## src/rtl/coax_dir_pkg.sv

```systemverilog
package coax_dir_pkg;

    typedef enum logic [1:0] {
        MODE_IDLE = 2'b00,
        MODE_RX   = 2'b01,
        MODE_TX   = 2'b10
    } dir_mode_e;

    localparam logic [1:0] RATE_SLOW    = 2'b00;
    localparam logic [1:0] RATE_MID     = 2'b01;
    localparam logic [1:0] RATE_FAST    = 2'b10;
    localparam logic [1:0] RATE_STANDBY = 2'b11;

endpackage

```

## src/rtl/coax_dir_rate.sv

```systemverilog
module coax_dir_rate
    import coax_dir_pkg::*;
#(
    parameter int SLOW_CYC = 14509,
    parameter int MID_CYC  = 3630,
    parameter int FAST_CYC = 1192,
    parameter int CNT_W    = 14
) (
    input  logic [1:0]       rate_code,
    output logic [CNT_W-1:0] reload_val,
    output logic             standby
);

    always_comb begin
        standby = (rate_code == RATE_STANDBY);
        unique case (rate_code)
            RATE_MID:  reload_val = CNT_W'(MID_CYC);
            RATE_FAST: reload_val = CNT_W'(FAST_CYC);
            default:   reload_val = CNT_W'(SLOW_CYC);
        endcase
    end

endmodule

```

## src/rtl/coax_dir_timer.sv

```systemverilog
module coax_dir_timer #(
    parameter int CNT_W = 14
) (
    input  logic             clk,
    input  logic             rst_n,
    input  logic             load,
    input  logic             dec,
    input  logic [CNT_W-1:0] load_val,
    output logic [CNT_W-1:0] cnt
);

    logic [CNT_W-1:0] cnt_d, cnt_q;

    always_comb begin
        cnt_d = cnt_q;
        if (load) begin
            cnt_d = load_val - CNT_W'(1);
        end else if (dec && cnt_q != '0) begin
            cnt_d = cnt_q - CNT_W'(1);
        end
    end

    always_ff @(posedge clk or negedge rst_n) begin
        if (!rst_n) cnt_q <= '0;
        else        cnt_q <= cnt_d;
    end

    assign cnt = cnt_q;

    // a reload starts the countdown one below the selected length
    a_r6_reload_value: assert property (@(posedge clk) disable iff (!rst_n)
        load |=> (cnt_q == $past(load_val) - CNT_W'(1)));

    // without a reload the count never grows
    a_r11_no_growth: assert property (@(posedge clk) disable iff (!rst_n)
        !load |=> (cnt_q <= $past(cnt_q)));

endmodule

```

## src/rtl/coax_dir_carrier.sv

```systemverilog
module coax_dir_carrier #(
    parameter int DIV_LOG2 = 2
) (
    input  logic clk,
    input  logic rst_n,
    input  logic tx_en,
    output logic tx_carrier
);

    logic [DIV_LOG2-1:0] div_d, div_q;

    always_comb begin
        div_d = div_q + DIV_LOG2'(1);
    end

    always_ff @(posedge clk or negedge rst_n) begin
        if (!rst_n) div_q <= '0;
        else        div_q <= div_d;
    end

    assign tx_carrier = div_q[DIV_LOG2-1] & tx_en;

    // no carrier without the enable
    a_r10_gated: assert property (@(posedge clk) disable iff (!rst_n)
        tx_carrier |-> tx_en);

endmodule

```

## src/rtl/coax_dir_ctrl.sv

```systemverilog
module coax_dir_ctrl
    import coax_dir_pkg::*;
#(
    parameter int SLOW_CYC = 14509,
    parameter int MID_CYC  = 3630,
    parameter int FAST_CYC = 1192,
    parameter int DIV_LOG2 = 2
) (
    input  logic       clk,
    input  logic       rst_n,
    input  logic       tx_data,
    input  logic [1:0] rate_code,
    input  logic       carrier_valid,
    input  logic       rx_rise,
    output logic       dir_out,
    output logic       tx_en,
    output logic       tx_carrier,
    output logic [1:0] mode,
    output logic       rx_force_idle
);

    localparam int MAX_CYC = (SLOW_CYC > MID_CYC)
                           ? ((SLOW_CYC > FAST_CYC) ? SLOW_CYC : FAST_CYC)
                           : ((MID_CYC  > FAST_CYC) ? MID_CYC  : FAST_CYC);
    localparam int CNT_W   = $clog2(MAX_CYC + 1);

    typedef struct packed {
        dir_mode_e mode;
        logic      dir;
        logic      txen;
        logic      force_idle;
    } ctrl_st_t;

    ctrl_st_t         st_d, st_q;
    logic [CNT_W-1:0] reload_val;
    logic [CNT_W-1:0] cnt;
    logic             standby;
    logic             load;
    logic             dec;
    logic             act_rx;
    logic             act_tx;

    coax_dir_rate #(
        .SLOW_CYC (SLOW_CYC),
        .MID_CYC  (MID_CYC),
        .FAST_CYC (FAST_CYC),
        .CNT_W    (CNT_W)
    ) u_rate (
        .rate_code  (rate_code),
        .reload_val (reload_val),
        .standby    (standby)
    );

    coax_dir_timer #(
        .CNT_W (CNT_W)
    ) u_timer (
        .clk      (clk),
        .rst_n    (rst_n),
        .load     (load),
        .dec      (dec),
        .load_val (reload_val),
        .cnt      (cnt)
    );

    coax_dir_carrier #(
        .DIV_LOG2 (DIV_LOG2)
    ) u_carrier (
        .clk        (clk),
        .rst_n      (rst_n),
        .tx_en      (st_q.txen),
        .tx_carrier (tx_carrier)
    );

    always_comb begin
        act_rx  = carrier_valid | rx_rise;
        act_tx  = ~tx_data;
        st_d    = st_q;
        load    = 1'b0;
        dec     = 1'b0;
        unique case (st_q.mode)
            MODE_IDLE: begin
                if (carrier_valid) begin
                    st_d.mode = MODE_RX;
                    load      = 1'b1;
                end else if (act_tx && !standby) begin
                    st_d.mode = MODE_TX;
                    load      = 1'b1;
                end
            end
            MODE_RX: begin
                if (act_rx)             load      = 1'b1;
                else if (cnt == '0)     st_d.mode = MODE_IDLE;
                else                    dec       = 1'b1;
            end
            MODE_TX: begin
                if (act_tx)             load      = 1'b1;
                else if (cnt == '0)     st_d.mode = MODE_IDLE;
                else                    dec       = 1'b1;
            end
            default: st_d.mode = MODE_IDLE;
        endcase
        st_d.dir        = (st_d.mode == MODE_RX);
        st_d.force_idle = (st_d.mode == MODE_TX);
        st_d.txen       = (st_d.mode != MODE_IDLE) && act_tx && !standby;
    end

    always_ff @(posedge clk or negedge rst_n) begin
        if (!rst_n) begin
            st_q <= '{mode: MODE_IDLE, dir: 1'b0, txen: 1'b0, force_idle: 1'b0};
        end else begin
            st_q <= st_d;
        end
    end

    assign dir_out       = st_q.dir;
    assign tx_en         = st_q.txen;
    assign mode          = st_q.mode;
    assign rx_force_idle = st_q.force_idle;

    // both directions are never claimed together
    a_r5_exclusive: assert property (@(posedge clk) disable iff (!rst_n)
        !(dir_out && rx_force_idle));

    // a nonzero count keeps an active mode alive
    a_r6_hold_nonzero: assert property (@(posedge clk) disable iff (!rst_n)
        (mode != MODE_IDLE && cnt != '0) |=> (mode != MODE_IDLE));

    // the standby code silences the transmitter at the next edge
    a_r8_standby_quiet: assert property (@(posedge clk) disable iff (!rst_n)
        (rate_code == RATE_STANDBY) |=> !tx_en);

    // no transmit enable while idle
    a_r9_enable_active: assert property (@(posedge clk) disable iff (!rst_n)
        tx_en |-> (mode != MODE_IDLE));

    // the direction output goes with receive mode
    a_r2_dir_rx: assert property (@(posedge clk) disable iff (!rst_n)
        dir_out |-> (mode == MODE_RX));

endmodule

```

## config.mk

```make
export PLATFORM = sky130hd
export DESIGN_NAME = coax_dir_ctrl
export DESIGN_NICKNAME = d
export VERILOG_FILES = /design/src/rtl/coax_dir_pkg.sv /design/src/rtl/coax_dir_rate.sv /design/src/rtl/coax_dir_timer.sv /design/src/rtl/coax_dir_carrier.sv /design/src/rtl/coax_dir_ctrl.sv
export SDC_FILE = /design/constraint.sdc
export NUM_CORES = 1
export LEC_CHECK = 0
export BUFFER_PORTS_ARGS = -buffer_cell sky130_fd_sc_hd__buf_2
export CAP_MARGIN = 15
export CORE_MARGIN = 8
export CORE_UTILIZATION = 35
export DETAILED_ROUTE_END_ITERATION = 8
export PLACE_DENSITY_LB_ADDON = 0.05
export SYNTH_ARGS = -nofsm -noshare
export SYNTH_HDL_FRONTEND = slang
export SYNTH_SLANG_ARGS = --single-unit
```

## constraint.sdc

```tcl
create_clock -name clk -period 7.3 [get_ports clk]
set_input_delay 1.46 -clock clk [delete_from_list [all_inputs] [get_ports clk]]
set_output_delay 1.46 -clock clk [all_outputs]
set_load 0.01 [all_outputs]
```

==> metrics.cfg <==
[status]
status=complete, no violations

[floorplanning]
pin_count=13
rows=22
die-area_mm2=0.00598
coreArea_mm2=0.00363
die_h_um=77.4
initial_core_util_pct=36.3
die_w_um=77.4

[sta]
final-hold-violation-count=0
relSlewSlack_pct=37.9
max_clock_freq_mhz=245
fin_ws_ps=3220
slew_violations=0
rsz0062_at_grt=no
fin_crit_sh_pct=55.9
tightest_slew_ps=928
setup_violations=0
fin_setup_tns_ps=0
fin_crit_ps=4080
fin_skew_ps=5.21

[power]
p_leak_nw=0.603
peakVddDrop_v=0.000158
p_per_area_mw_per_mm2=360

[logic_synthesis]
avgSynthCellArea_um2=9.34
synthAdderAreaFrac_pct=7.60
seq_area_frac_synth_pct=39.9
synthArstFlopShare_pct=100
synth_top_family_by_area=simple AND/OR/NAND/NOR gates
synth.area.mux_share_pct=0
postSynthCellCount=141
synth-simple-area-share_pct=23.5
yosys_warnings=0
synth-edff-count=0
synth_xor_xnor_area_share_pct=5.32
ys_ff_latch=21
synth_fp_nets=156
syn_area_mm2=0.00132
synth_compound_area_share_pct=20.6
synth_cell_types=40
synth_flop_cell=dfrtp_1

[final_layout]
diodes=0
nNetsFinal=171
syn_to_final_growth_pct=12.1
drive_gt1_share_pct=13.5
layout_commonest_cell=dfrtp_1
final_area_mm2=0.00148
final_cell_mix=dfrtp_1, nor2_1, buf_2, nand2_1
fill_cells=376

[global_routing]
antenna_found_initial=0
overflow=0
grt_use_total_pct=11.0
grt_start_max_net_pins=22
grt_pass1_vias=1091
grt_pass1_wl_um=5460

[worst_setup_path]
r2r_slack_ps=3890
crit_end=u_timer.cnt[8]$_DFFE_PN0P_
r2r-end=u_timer.cnt[8]$_DFFE_PN0P_
cp_data_required_time_ps=7500
timing.rr.start=mode[0]$_DFF_PN0_
startpoint_type=input port
worst-setup-path-type=input port to register
crit_start=rate_code[0]
critPathMaxFanout=14
cp.arrival_ps=4280
endpoint_kind=register
rr_worst_depth=12

[clocking]
clk_pin_slew_ps=80
post-cts-setup-buffer-count=0
cts-resized-gates=0
hold_buffers=0
worstSkewPairLatency_ps=260
h-tree-depth=1
cts.sinks=21
cts_tree=done
clock_path_buffers=2
cts_buffers=3
root_buffer=clkbuf_8

[place]
dp_hpwl_um=2280
place_congestion=0.860
io_buffers=12
dpl_cell_area_mm2=0.00143
dpl_worst_slack_ps=2980

[job]
maxCapViolCount=0

[detailed_routing]
vias_per_cell=5.28
drtIter0Drc=62
vias=1072
postRouteAntennaNets=0
wl_per_cell_um=15.4
drcViolationCount=0
drt_pass1_iterations=4
wl_um=3120

[hold_path]
hp-class=register to register

[kinds of logic (layout without fill, tap and decap cells)]
logic type | Yosys count | in the layout
AND/OR/NAND/NOR | 55 | 55
XOR/XNOR | 8 | 8
flip-flops | 21 | 21
AO/OA/AOI/OAI | 38 | 38
adder cells (fa/ha/maj) | 8 | 8
buffers and inverters | 11 | 25
[power breakdown]
group / switching (mW) / total (mW) / internal [mW]
sequential: 0.0408 / 0.195 / 0.154
clock: 0.0411 / 0.0792 / 0.0381
combinational: 0.154 / 0.257 / 0.103
total: 0.236 / 0.531 / 0.295
[flip-flops by register name, indices dropped and copies added, names as in the netlist]
name / flops
u_timer.cnt: 14
dir_out: 1
u_carrier.div_q: 2
mode: 2
rx_force_idle: 1
tx_en: 1
[per-layer routing]
metal,up-vias,global-route usage [%],part of all wire [%]
met5,-,0,0
met4,0,2.26,0.58
met3,2,3.00,5.2
met2,24,17.6,45
met1,502,14.4,49
li1,544,-,-
[cells in the mapped netlist, types with 2 or more instances]
cell type	instances	share of area, %
nor4b_1	2	1.3
clkbuf_1	2	0.57
ha_1	8	7.6
dfrtp_1	21	40
or4_1	5	2.8
and2_1	3	1.4
a21boi_0	4	2.3
nor2_1	13	3.7
xor2_1	7	4.7
a21oi_1	10	3.8
nor3b_1	3	1.7
nand4_1	2	0.95
nor4_1	2	0.95
o21ai_0	10	3.8
nand2_1	11	3.1
inv_1	9	2.6
nand4b_1	2	1.3
o31ai_1	2	1.1
nor3_1	4	1.5
[final cells by class]
type | instances | area [um^2] | area share (%)
Sequential cell | 21 | 526 | 35.6
Clock inverter | 1 | 5.00 | 0.339
Tap cell | 48 | 60.1 | 4.07
Clock buffer | 3 | 41.3 | 2.80
Inverter | 9 | 33.8 | 2.29
Timing Repair Buffer | 12 | 60.1 | 4.07
Multi-Input combinational cell | 109 | 751 | 50.8
[critical path, stage by stage]
cell	delay, ps
buf_2	120
ha_1	230
nand2b_1	150
a21boi_0	330
nor2_1	310
a21boi_0	280
ha_1	280
inv_1	110
or4_1	550
or4_1	410
nand2_1	80
[how the worst min path moves through the flow]
stage / start / endpoint / slack (ps) / cells past startpoint
floorplan: u_carrier.div_q[0]$_DFF_PN0_ / u_carrier.div_q[0]$_DFF_PN0_ / 410 / 1
global placement: u_carrier.div_q[0]$_DFF_PN0_ / u_carrier.div_q[0]$_DFF_PN0_ / 430 / 1
detailed placement: u_carrier.div_q[0]$_DFF_PN0_ / u_carrier.div_q[0]$_DFF_PN0_ / 430 / 1
CTS: u_carrier.div_q[0]$_DFF_PN0_ / u_carrier.div_q[0]$_DFF_PN0_ / 440 / 1
global route: u_carrier.div_q[1]$_DFF_PN0_ / u_carrier.div_q[1]$_DFF_PN0_ / 480 / 1
finish: u_carrier.div_q[0]$_DFF_PN0_ / u_carrier.div_q[0]$_DFF_PN0_ / 440 / 1
[per-stage QoR]
| step | hold slack (ps) | util, % | std cells | power [mW] |
|---|---|---|---|---|
| 2_1_floorplan | 413 | - | 141 | 0.382 |
| 3_3_place_gp | 427 | 39.4 | 199 | 0.451 |
| 3_5_place_dp | 429 | 39.4 | 199 | 0.453 |
| 4_1_cts | 440 | 40.6 | 203 | 0.538 |
| 5_1_grt | 484 | 40.6 | 203 | 0.580 |
| 6_report | 439 | 40.6 | 203 | 0.531 |
Note: power is estimated with default switching activity, not from simulation.
